**src/rtl/rxts_pkg.sv**
```systemverilog
package rxts_pkg;
  typedef struct packed {
    logic shift;
    logic emit;
  } rxts_ctrl_t;
endpackage

```
**src/rtl/rxts_ctrl.sv**
```systemverilog
module rxts_ctrl #(
  parameter int DEPTH = 6
) (
  input  logic                clk,
  input  logic                rst,
  input  logic                wordValid,
  input  logic                sopFlag,
  output rxts_pkg::rxts_ctrl_t strobes
);
  localparam int CNT_W = $clog2(DEPTH + 1);
  localparam logic [CNT_W-1:0] FULL = CNT_W'(DEPTH);

  logic [CNT_W-1:0] fillCnt;
  logic primed;

  assign primed = (fillCnt == FULL);

  always_ff @(posedge clk) begin
    if (rst) begin
      fillCnt <= '0;
    end else if (wordValid && !primed) begin
      fillCnt <= fillCnt + 1'b1;
    end
  end

  always_comb begin
    strobes.shift = wordValid;
    strobes.emit  = wordValid && sopFlag && primed;
  end


  fill_bound_chk: assert property (@(posedge clk) disable iff (rst)
    fillCnt <= FULL);


  fill_hold_chk: assert property (@(posedge clk) disable iff (rst)
    !wordValid |=> $stable(fillCnt));
endmodule

```
**src/rtl/rxts_datapath.sv**
```systemverilog
module rxts_datapath #(
  parameter int TS_W   = 80,
  parameter int LANE_W = 5,
  parameter int DEPTH  = 6
) (
  input  logic                 clk,
  input  logic                 rst,
  input  rxts_pkg::rxts_ctrl_t strobes,
  input  logic [TS_W-1:0]      sysTime,
  input  logic [LANE_W-1:0]    sopLane,
  output logic                 tsValid,
  output logic [TS_W-1:0]      tsOut,
  output logic [LANE_W-1:0]    tsLane
);
  logic [TS_W-1:0] line [DEPTH];
  logic [TS_W-1:0] oldest;

  assign oldest = line[DEPTH-1];

  for (genvar i = 0; i < DEPTH; i++) begin : g_stage
    if (i == 0) begin : g_head
      always_ff @(posedge clk) begin
        if (rst) line[i] <= '0;
        else if (strobes.shift) line[i] <= sysTime;
      end
    end else begin : g_tail
      always_ff @(posedge clk) begin
        if (rst) line[i] <= '0;
        else if (strobes.shift) line[i] <= line[i-1];
      end
    end
  end

  always_ff @(posedge clk) begin
    if (rst) begin
      tsValid <= 1'b0;
      tsOut   <= '0;
      tsLane  <= '0;
    end else begin
      tsValid <= strobes.emit;
      if (strobes.emit) begin
        tsOut  <= oldest;
        tsLane <= sopLane;
      end
    end
  end


  line_hold_chk: assert property (@(posedge clk) disable iff (rst)
    !strobes.shift |=> $stable(oldest));


  out_hold_chk: assert property (@(posedge clk) disable iff (rst)
    !strobes.emit |=> ($stable(tsOut) && $stable(tsLane)));
endmodule

```
**src/rtl/rx_sop_tstamp.sv**
```systemverilog
module rx_sop_tstamp #(
  parameter int TS_W      = 80,
  parameter int LANE_W    = 5,
  parameter int NUM_LANES = 20,
  parameter int DEC_DEPTH = 6
) (
  input  logic              clk,
  input  logic              rst,
  input  logic [TS_W-1:0]   sysTime,
  input  logic              wordValid,
  input  logic              sopFlag,
  input  logic [LANE_W-1:0] sopLane,
  output logic              tsValid,
  output logic [TS_W-1:0]   tsOut,
  output logic [LANE_W-1:0] tsLane
);
  rxts_pkg::rxts_ctrl_t strobes;

  rxts_ctrl #(.DEPTH(DEC_DEPTH)) u_ctrl (
    .clk      (clk),
    .rst      (rst),
    .wordValid(wordValid),
    .sopFlag  (sopFlag),
    .strobes  (strobes)
  );

  rxts_datapath #(.TS_W(TS_W), .LANE_W(LANE_W), .DEPTH(DEC_DEPTH)) u_dp (
    .clk    (clk),
    .rst    (rst),
    .strobes(strobes),
    .sysTime(sysTime),
    .sopLane(sopLane),
    .tsValid(tsValid),
    .tsOut  (tsOut),
    .tsLane (tsLane)
  );


  pulse_cause_chk: assert property (@(posedge clk) disable iff (rst)
    tsValid |-> $past(wordValid && sopFlag));


  lane_in_range_chk: assert property (@(posedge clk) disable iff (rst)
    (wordValid && sopFlag) |-> (sopLane < LANE_W'(NUM_LANES)));


  lane_out_range_chk: assert property (@(posedge clk) disable iff (rst)
    tsValid |-> (tsLane < LANE_W'(NUM_LANES)));
endmodule

```
**config.mk**
```make
export PLATFORM = sky130hd
export DESIGN_NAME = rx_sop_tstamp
export DESIGN_NICKNAME = d
export VERILOG_FILES = /design/src/rtl/rxts_pkg.sv /design/src/rtl/rxts_ctrl.sv /design/src/rtl/rxts_datapath.sv /design/src/rtl/rx_sop_tstamp.sv
export SDC_FILE = /design/constraint.sdc
export NUM_CORES = 1
export LEC_CHECK = 0
export ABC_AREA = 1
export CAP_MARGIN = 20
export CORE_MARGIN = 2
export CORE_UTILIZATION = 38
export DETAILED_ROUTE_END_ITERATION = 6
export GPL_ROUTABILITY_DRIVEN = 0
export SLEW_MARGIN = 20
export SYNTH_ARGS = -nofsm -noshare
export SYNTH_HDL_FRONTEND = slang
export SYNTH_SLANG_ARGS = --single-unit
```
**constraint.sdc**
```tcl
create_clock -name clk -period 27.9 [get_ports clk]
set_input_delay 5.58 -clock clk [delete_from_list [all_inputs] [get_ports clk]]
set_output_delay 5.58 -clock clk [all_outputs]
set_load 0.02 [all_outputs]
```
# Yosys cells after proc, flatten, opt, wreduce, memory -nomap -nowiden

Memory sizes are Yosys's and may differ from the RTL's. A register that Yosys moved wholly into a read port is not among the register bits.
Index checks and enable logic that the tools add are counted.

Add/sub/neg operators: 1
Multipliers: 0
Divide/modulo/power cells: 0
Magnitude comparators: 0
Eq/ne operators: 1
Shifts and indexed selects: 0
Mux-type cells: 11
Bitwise logic cells: 6
Reductions and logical operators: 4

Operators with widths:

| kind                                                          | number |
|---|---|
| 80-bit 2-to-1 mux                                             | 6 |
| 1-bit OR                                                      | 6 |
| 1-bit 2-to-1 mux                                              | 5 |
| 3-bit by 1-bit adder with 3-bit output, second input constant | 1 |
| 3-bit == test, second input constant                          | 1 |
| 1-bit logical AND                                             | 3 |
| 1-bit zero test                                               | 1 |

Flip-flop bits (word level): 9
Bits in latches: 0
Bits in writable memories: 480
Bits in read-only memories: 0
Bits of input ports: 89
Memories kept: 1

Memory list:

| memory    | depth | bits a word | read ports | clocked after Yosys merged registers in | wr ports | line                | text |
|---|---|---|---|---|---|---|---|
| u_dp.line | 6     | 80          | 6          | 1                                       | 6        | rxts_datapath.sv:15 | `logic [TS_W-1:0] line [DEPTH];` |

# Depth between registers and ports, before layout

Gate-level depths: netlist of run 1.

Depth after elaboration: 4
Gate-level depth with buffers: 9
Gate-level depth less buffers: 7

# Modules after synthesis

Synthesis of run 1 repeated with hierarchy kept, for this count alone.

Cells, all modules: 2064
Area, all modules: 22068.7 µm²

Modules (own cells, without submodules):

| module        | times used | cells an instance | area an instance (µm²) |
|---|---|---|---|
| rxts_datapath | 1          | 2037              | 21887.2 |
| rxts_ctrl     | 1          | 27                | 181.4 |

# Worst setup path after synthesis of run 1

No wires, ideal clock.

Path type: input to register
Start point: input rst
End point: memory u_dp.line[0][0], enable pin
Library setup time: 3.422 ns
Arrival time: 13.927 ns
Required time: 24.478 ns
Path slack: 10.551 ns
Stages on the path: 4
Buffers on the path: 2
Path through: inv_2 buf_2 buf_1 nand2_1

RTL lines:

| element            | line                | text |
|---|---|---|
| start: declaration | rx_sop_tstamp.sv:8  | `input logic rst,` |
| end: declaration   | rxts_datapath.sv:15 |  |

==> reports/results.tsv, run 1 <==
stage	metric	value	unit
logic_synthesis	synth_seq_cells	569	
clocking	tritoncts	built	
critical_path	timing.critical_path.required	28120	ps
route	detailroute.via_count	12300	
floorplanning	die_area	59600	um2
clocking	cts_repair_resize_count	0	
floorplanning	dieHeight	244	um
timing	finalHoldWorstSlack	480	ps
global_route	largest_net_degree_at_the_start_of_global_routing	266	
pwr	share_seq_of_total_power	52.8	%
pwr	cellPowerDensity	70.5	nW/um2
logic_synthesis	synthDistinctLibCells	16	
global_route	initial_antenna_violation_count	0	
critical_path	timing.critical_path.to_type	register	
place	port_buffers	174	
critical_path	critical_path.cell_chain	clkdlybuf4s50_1 > clkinv_2 > nand2_4 > buf_6 > buf_4	
critical_path	rrSetupSlack	25080	ps
pwr	clock_network_power_share	43.1	%
critical_path	crit_path_top_delay_cell	buf_4	
global_route	first_global_vias	11800	
critical_path	critPathBufInv	4	
route	drt_iter0_drc	885	
hold_path	hold_end	u_dp.tsOut[59]$_SDFFE_PP0P_	
layout	mostFrequentLayoutCell	nor2_1	
logic_synthesis	netlist_area	21900	um2
layout	design_area	26400	um2
global_route	groute.usage.overall	11.5	%
timing	tightest_slew	1030	ps
timing	hold_viol	0	
timing	post-route-period-util	32.3	%
timing	setup_violations	0	
logic_synthesis	postSynthAreaPerCell	10.6	um2
critical_path	cp.arrival	9220	ps
timing	rsz0062_at_grt	no	
pwr	vdd_ir_drop_max	43.3	uV
layout	final_cell_count_no_fill	3041	
floorplanning	ios	175	
critical_path	rr_startpoint	u_ctrl.fillCnt[0]$_SDFFE_PP0P_	
route	drtPass1Iterations	5	
global_route	grt_overflow	0	
route	drcViolationCount	0	
clocking	h_tree_levels	2	
logic_synthesis	synth-seq-area-share	73.9	%
clocking	cts.reportedPaths.clkPinSlew	60	ps
logic_synthesis	mappedNetlistNets	2150	
critical_path	path_max_fanout	88	
logic_synthesis	yosys_warnings	0	
pwr	pwr-share-comb	4.1	%
hold_path	hold_class	reg2reg	
layout	antenna_diode_count	0	
critical_path	slowest_delay	890	ps
clocking	cts_post_setup_buffers_inserted	0	
layout	final_cell_mix	655 x nor2_1, 570 x inv_1, 480 x edfxtp_1	
clocking	cts.sinks	569	
pwr	netSwitchingPower	0.000379	W
critical_path	startpoint_type	primary input	
place	place_area	24300	um2
layout	syn_to_layout_area_delta	20.4	%
layout	final_net_count	2316	
route	routed_via_density	4.04	
timing	finalMaxSlewViolations	0	
hold_path	min_delay_path_depth	2	
clocking	clock_root_buffer	clkbuf_16	
outcome	status	finished, final reports clean	
flow_run	max_cap_viol_count	0	
logic_synthesis	netlist_instances	2059	
clocking	clock_latency	610	ps
timing	layout_min_cycle_time	9000	ps
timing	worst_max_slew_margin_expressed_relative_to_the_limit	31.5	%
critical_path	critical-path-top-delay-family	buffers and inverters	
route	detail_route.wl_per_cell	11.2	um
route	routed_wirelength	34000	um
floorplanning	initial_utilization	38.2	%
hold_path	hold_path_startpoint	u_dp.tsOut[59]$_SDFFE_PP0P_	
timing	achievable-frequency	111	MHz
global_route	grt_pass1_wl	56300	um
critical_path	rr_worst_depth	9	
pwr	p_total	0.00186	W
layout	final_layout_size_suffix_gt1_share	4.79	%
timing	fin_worst_skew	13.5	ps
clocking	cts.path.max_buffers	3	
floorplanning	chipWidth	244	um
clocking	cts_buffer_count	59	
clocking	cts_hold_buffers	0	
critical_path	worstReg2RegEnd	u_dp.tsOut[16]$_SDFFE_PP0P_	
critical_path	timing_worst_setup_path_type	in2reg	
pwr	p_int	0.00148	W
route	number_of_nets_with_antenna_violations_after_detailed_routing	0	
pwr	static-leakage-power	10.8	nW
place	dp_hpwl	19100	um
pwr	netSwitchingFraction	20.4	%
place	numPlacedInstances	2928	
floorplanning	placement_rows	88	
layout	num-fill-cells	5249	
timing	timing.setup.tns	0	ps
floorplanning	core	57400	um2
==> worst max path at each step <==
| stage | startpoint | end | cells after the start |
|---|---|---|---|
| 5_1_grt | rst | u_dp.line[4][34]$_SDFFCE_PN0P_ | 5 |
| 3_3_place_gp | rst | u_dp.line[0][46]$_SDFFCE_PN0P_ | 5 |
| 2_1_floorplan | rst | u_dp.line[0][0]$_SDFFCE_PN0P_ | 4 |
| 4_1_cts | rst | u_dp.line[2][64]$_SDFFCE_PN0P_ | 5 |
| 6_report | rst | u_dp.line[5][34]$_SDFFCE_PN0P_ | 5 |
| 3_5_place_dp | rst | u_dp.line[0][46]$_SDFFCE_PN0P_ | 5 |
==> Yosys cell counts (all sizes together) <==
master  instances  share of area [%]
a21oi           1              0.023
buf            69                1.6
clkbuf         11               0.19
dfxtp          89                8.1
edfxtp        480                 66
ha              2               0.11
inv           571                9.8
nand2         176                3.0
nand4           1              0.029
nor2          656                 11
nor3            1              0.023
o21ai           2              0.046
==> metal layers <==
metal  vias up  part of all wire [%]  track usage (%)  routed length (um)
li1       6432                     -                -                   -
met1      5643                    44             14.3               14900
met2       160                    49             19.7               16800
met3        59                   4.5             2.72                1550
met4         0                   2.3             3.87                 790
met5         -                     0                0                   0
==> tightest hold or removal path, stage by stage (launching register included) <==
cell and delay (ps):
dfxtp_1 320, nor2_1 40, nor2_1 80
==> stage by stage <==
step                worst slack (ps)  util, %
global placement               17940     42.4
detailed placement             17860     42.4
floorplan                      10550        -
finish                         18900     46.0
global route                   18590     46.0
CTS                            18520     45.9
==> flip-flops by register name (all words and copies together), names as in the netlist <==
register,flops
u_dp.tsValid,1
u_dp.tsLane,5
u_dp.tsOut,80
u_dp.line,480
u_ctrl.fillCnt,3
==> cell families after synthesis <==
family          count (synthesis)  share of synthesized area (%)
flops                         569                           73.9
simple gates                  834                           14.3
compound gates                  3                         0.0685
buf+inv                       651                           11.6
fa+ha+maj                       2                          0.114
==> cell type report <==
type	instances	area [um2]	area share, %
flip-flops and latches	569	16200	61.4
multi-input cells	839	3210	12.1
inverters	571	2140	8.13
repair buffers	185	1870	7.09
clock buffers	77	1630	6.16
well taps	765	957	3.63
clock inverters	35	394	1.49
==> power groups by stage <==
stage / Sequential (W) / Combinational, W / Clock [W]
after floorplan: 0.00101 / 0.0000494 / 0
after global placement: 0.000999 / 0.0000755 / 0
after detailed placement: 0.00100 / 0.0000770 / 0
after CTS: 0.000982 / 0.0000776 / 0.000826
after global routing: 0.000986 / 0.0000883 / 0.000862
final: 0.000982 / 0.0000759 / 0.000802
(Power assumes the default switching activity.)
==> inputs of run 2 (changes only) <==
==> constraint.sdc (replaced) <==
create_clock -name clk -period 8.72 [get_ports clk]
set_input_delay 1.744 -clock clk [delete_from_list [all_inputs] [get_ports clk]]
set_output_delay 1.744 -clock clk [all_outputs]
set_load 0.02 [all_outputs]
==> run 2 against run 1 <==
  * Non-clock buffer count down 2
  * Total power increased to 3.1 times the previous value
  * Register-to-register slack worse by 19000 ps
  * Largest power group unchanged
  * Critical path type unchanged
  * Via count shrank 0.73%
  * Design area decreased by 0.66%
  * Cell count decreased by 0.13%
  * Clock power grew to 3.0 times the previous value
  * Die area unchanged
  * Count of clock-buffer cells in the layout grew 5
  * Clock skew up 1.5 ps
  * Critical path depth is 1 lower
  * Worst hold slack barely moved
==> reports/results.tsv, run 2 (synthesis results as in run 1) <==
stage	metric	value	unit	change
floorplanning	dieHeight	244	um	unchanged
route	drcViolationCount	0		unchanged
route	drt_iter0_drc	822		-7.1%
timing	hold_viol	0		unchanged
global_route	grt_pass1_wl	56400	um	+0.31%
timing	worst_max_slew_margin_expressed_relative_to_the_limit	27.1	%	-4.4 points
layout	syn_to_layout_area_delta	19.6	%	
pwr	cellPowerDensity	221	nW/um2	+210%
clocking	cts_repair_resize_count	0		unchanged
global_route	initial_antenna_violation_count	0		unchanged
floorplanning	chipWidth	244	um	unchanged
critical_path	startpoint_type	primary input		
place	place_ws	4120	ps	-13,730 ps
clocking	cts_hold_buffers	0		unchanged
layout	largestRegisters	u_dp.line: 480 flops, u_dp.tsOut: 80 flops, u_dp.tsLane: 5 flops		
timing	achievable-frequency	246	MHz	
clocking	h_tree_levels	2		unchanged
layout	final_layout_size_suffix_gt1_share	4.14	%	-0.65 points
critical_path	cp.arrival	4280	ps	-4940 ps
clocking	cts_post_setup_buffers_inserted	0		unchanged
global_route	largest_net_degree_at_the_start_of_global_routing	224		-16%
clocking	clock_latency	600	ps	about the same
layout	mostFrequentLayoutCell	nor2_1		
route	routed_via_density	4.02		-0.60%
floorplanning	die_area	59600	um2	unchanged
route	routed_wirelength	34300	um	+0.84%
layout	final_cell_mix	655 x nor2_1, 570 x inv_1, 480 x edfxtp_1		
route	drtPass1Iterations	5		unchanged
critical_path	timing.critical_path.to_type	register		
layout	layout.core_utilization	45.7	%	-0.30 points
route	detailroute.via_count	12200		-0.73%
clocking	cts_buffer_count	59		unchanged
timing	rsz0062_at_grt	no		
pwr	vdd_ir_drop_max	149	uV	+240%
place	port_buffers	174		unchanged
critical_path	path_max_fanout	99		+13%
timing	setup_slack	4660	ps	-14,240 ps
critical_path	timing.critical_path.required	8940	ps	-19,180 ps
clocking	tritoncts	built		
global_route	grt_overflow	0		unchanged
timing	setup_violations	0		unchanged
clocking	clock_root_buffer	clkbuf_16		
floorplanning	core	57400	um2	unchanged
timing	finalMaxSlewViolations	0		unchanged
flow_run	max_cap_viol_count	0		unchanged
timing	layout_min_cycle_time	4060	ps	
pwr	static-leakage-power	10.7	nW	-1.0%
floorplanning	initial_utilization	38.2	%	unchanged
critical_path	timing_worst_setup_path_type	in2reg		
floorplanning	ios	175		unchanged
place	dp_hpwl	18900	um	-0.78%
layout	antenna_diode_count	0		unchanged
hold_path	hold_class	reg2reg		
floorplanning	placement_rows	88		unchanged
global_route	groute.usage.overall	11.6	%	+0.032 points
route	detail_route.wl_per_cell	11.3	um	+0.97%
clocking	cts.sinks	569		unchanged
clocking	cts.path.max_buffers	3		unchanged
layout	largest_register_ffs	480		unchanged
timing	finalHoldWorstSlack	480	ps	-0.364 ps
timing	fin_worst_skew	15.0	ps	+1.51 ps
global_route	first_global_vias	11800		+0.69%
clocking	cts.reportedPaths.clkPinSlew	60	ps	about the same
layout	max_flop_register	u_dp.line		
route	number_of_nets_with_antenna_violations_after_detailed_routing	0		unchanged
timing	tightest_slew	1090	ps	+65.8 ps
layout	final_net_count	2314		-0.086%
timing	timing.setup.tns	0	ps	unchanged
timing	post-route-period-util	46.5	%	
outcome	status	finished, final reports clean		
[run 2: final timing paths]
path,end,depth (start not counted),slack [ps],from
worst max-delay path,u_dp.line[0][8]$_SDFFCE_PN0P_,4,4660,wordValid
worst min-delay path,u_dp.tsLane[2]$_SDFFE_PP0P_,2,480,u_dp.tsLane[2]$_SDFFE_PP0P_
worst max register to register,u_dp.tsOut[15]$_SDFFE_PP0P_,8,6170,u_ctrl.fillCnt[0]$_SDFFE_PP0P_
worst min register to register,u_dp.tsLane[2]$_SDFFE_PP0P_,2,480,u_dp.tsLane[2]$_SDFFE_PP0P_
[run 2: critical path, cell delays in order]
cell	delay [ps]
clkdlybuf4s50_1	680
inv_1	180
nand2_8	520
buf_4	950
[run 2: where the power goes]
group          switching (W)  internal [W]  leakage (nW)
combinational       0.000157     0.0000846          3.81
sequential         0.0000364       0.00310          6.02
clock                0.00100       0.00140         0.899
total                0.00119       0.00459          10.7
[run 2: cell type report]
class	count	area, um2
Clock inverter	28	211
Sequential cell	569	16200
Fill cell	5160	31100
Multi-Input combinational cell	839	3210
Tap cell	765	957
Inverter	571	2140
Clock buffer	82	1650
Timing Repair Buffer	183	1850
[run 2: stage by stage]
stage / area [um2] / instances / power (W)
final: 26200 / 3037 / 0.00578
after floorplan: 21900 / 2059 / 0.00338
after detailed placement: 24300 / 2927 / 0.00345
after global routing: 26200 / 3037 / 0.00602
after global placement: 24300 / 2927 / 0.00344
after CTS: 26200 / 3037 / 0.00588
[run 2: layer usage]
layer | wire (um) | global-route usage, %
met5 | 0 | 0
met4 | 930 | 4.70
met3 | 1660 | 2.63
met2 | 16800 | 20.1
met1 | 15000 | 13.9
==> inputs of run 3 (changes only) <==
==> constraint.sdc (replaced) <==
create_clock -name clk -period 3.5 [get_ports clk]
set_input_delay 0.7 -clock clk [delete_from_list [all_inputs] [get_ports clk]]
set_output_delay 0.7 -clock clk [all_outputs]
set_load 0.02 [all_outputs]
==> run 3 against run 2 <==
  * Setup slack worse by 3500 ps
  * Global-route usage rose by 0.26 points
  * Cell count grew 0.92%
  * Highest routed layer unchanged
==> reports/results.tsv, run 3 (synthesis results as in run 1) <==
stage	metric	value	unit	change
outcome	status	finished, final reports clean		
layout	mostFrequentLayoutCell	nor2_1		
clocking	cts_post_setup_buffers_inserted	0		unchanged
layout	seq_area	16200	um2	unchanged
timing	finalMaxSlewViolations	0		unchanged
global_route	initial_antenna_violation_count	0		unchanged
timing	worst_max_slew_margin_expressed_relative_to_the_limit	50.5	%	+23 points
layout	max_flop_register	u_dp.line		
floorplanning	chipWidth	244	um	unchanged
critical_path	cp.depth	1		-3
timing	post-route-period-util	66.4	%	
timing	setup_violations	0		unchanged
global_route	largest_net_degree_at_the_start_of_global_routing	125		-44%
critical_path	rr_worst_depth	8		unchanged
place	port_buffers	174		unchanged
route	routed_wirelength	34800	um	+1.3%
critical_path	rrSetupSlack	1590	ps	-4580 ps
route	drt_iter0_drc	709		-14%
floorplanning	placement_rows	88		unchanged
critical_path	worstReg2RegEnd	u_dp.tsOut[40]$_SDFFE_PP0P_		
pwr	vdd_ir_drop_max	359	uV	+140%
global_route	first_global_vias	12300		+4.0%
clocking	clock_latency	610	ps	about the same
flow_run	max_cap_viol_count	0		unchanged
layout	syn_to_layout_area_delta	21.0	%	
route	drtPass1Iterations	5		unchanged
critical_path	startpoint_type	register		
global_route	grt_overflow	0		unchanged
critical_path	path_max_fanout	2		-98%
critical_path	critical_path.cell_chain	clkdlybuf4s50_1		
layout	num-fill-cells	5262		+2.0%
critical_path	startpoint	u_dp.tsOut[37]$_SDFFE_PP0P_		
route	detailroute.via_count	12400		+1.3%
floorplanning	core	57400	um2	unchanged
clocking	tritoncts	built		
clocking	cts_buffer_count	59		unchanged
clocking	cts_hold_buffers	0		unchanged
global_route	groute.usage.overall	11.8	%	+0.26 points
critical_path	timing.critical_path.to_type	output port		
global_route	grt_pass1_wl	58400	um	+3.4%
clocking	clock_root_buffer	clkbuf_16		
route	detail_route.wl_per_cell	11.3	um	+0.34%
clocking	cts.path.max_buffers	3		unchanged
pwr	static-leakage-power	10.9	nW	+1.7%
timing	tightest_slew	743	ps	-351 ps
timing	layout_min_cycle_time	2320	ps	
layout	final_layout_size_suffix_gt1_share	5.61	%	+1.5 points
floorplanning	die_area	59600	um2	unchanged
clocking	cts_repair_resize_count	0		unchanged
timing	rsz0062_at_grt	no		
timing	achievable-frequency	430	MHz	
place	dp_hpwl	20500	um	+8.3%
critical_path	timing_worst_setup_path_type	reg2out		
route	number_of_nets_with_antenna_violations_after_detailed_routing	0		unchanged
critical_path	setup_crit_end	tsOut[37]		
layout	final_net_count	2340		+1.1%
clocking	cts.sinks	569		unchanged
pwr	cellPowerDensity	546	nW/um2	+150%
route	drcViolationCount	0		unchanged
floorplanning	dieHeight	244	um	unchanged
pwr	p_total	0.0145	W	+150%
critical_path	timing.critical_path.required	2800	ps	-6140 ps
timing	fin_worst_skew	24.7	ps	+9.72 ps
clocking	cts.reportedPaths.clkPinSlew	60	ps	about the same
critical_path	rr_startpoint	u_ctrl.fillCnt[0]$_SDFFE_PP0P_		
hold_path	hold_path_startpoint	u_dp.tsOut[22]$_SDFFE_PP0P_		
route	routed_via_density	4.03		+0.39%
layout	antenna_diode_count	0		unchanged
floorplanning	ios	175		unchanged
timing	finalHoldWorstSlack	482	ps	+1.59 ps
critical_path	critPathBufInv	1		-2
critical_path	cp.arrival	1620	ps	-2660 ps
timing	hold_viol	0		unchanged
hold_path	hold_class	reg2reg		
timing	timing.setup.tns	0	ps	unchanged
floorplanning	initial_utilization	38.2	%	unchanged
layout	multi_input_gate_area	3210	um2	-0.27%
clocking	h_tree_levels	2		unchanged
layout	largest_register_ffs	480		unchanged
critical_path	critical-path-top-delay-family	buffers and inverters		
critical_path	slowest_delay	630	ps	-320 ps
layout	final_cell_mix	655 x nor2_1, 570 x inv_1, 480 x edfxtp_1		
critical_path	crit_path_top_delay_cell	clkdlybuf4s50_1		
layout	largestRegisters	u_dp.line: 480 flops, u_dp.tsOut: 80 flops, u_dp.tsLane: 5 flops		
## run 3: how the worst min path moves through the flow
stage | slack (ps) | end | cells after the start
floorplan | 470 | u_ctrl.fillCnt[2]$_SDFFE_PP0P_ | 2
global placement | 460 | u_dp.tsLane[0]$_SDFFE_PP0P_ | 2
detailed placement | 470 | u_dp.tsOut[54]$_SDFFE_PP0P_ | 2
CTS | 490 | u_dp.tsOut[61]$_SDFFE_PP0P_ | 2
global route | 500 | u_dp.tsOut[74]$_SDFFE_PP0P_ | 2
finish | 480 | u_dp.tsOut[22]$_SDFFE_PP0P_ | 2
## run 3: routing by layer
metal	GRT usage [%]	vias to the layer above	part of all wire, %
li1	-	6480	-
met1	14.4	5668	44
met2	20.8	157	50
met3	2.68	59	4.2
met4	3.73	0	2.2
met5	0	-	0
## run 3: cell type report
type / instances / area share (%)
inverter: 571 / 8.09
timing repair buffer: 209 / 8.03
sequential: 569 / 61.1
clock buffer: 75 / 6.06
clock inverter: 37 / 1.05
tap: 765 / 3.61
multi-input combinational: 839 / 12.1
## run 3: where the power goes
part | leakage (nW) | internal (W) | switching (W) | total (W)
sequential | 6.02 | 0.00773 | 0.0000919 | 0.00782
combinational | 3.96 | 0.000236 | 0.000399 | 0.000635
clock | 0.928 | 0.00347 | 0.00256 | 0.00603
## run 3: per-stage QoR
stage / cell area, um2 / utilization (%) / instances / setup slack (ps)
floorplan: 21900 / - / 2059 / 39.3
global placement: 24600 / 42.9 / 2953 / 795
detailed placement: 24600 / 42.9 / 2953 / 816
CTS: 26500 / 46.2 / 3065 / 1110
global route: 26500 / 46.2 / 3065 / 1070
finish: 26500 / 46.2 / 3065 / 1180
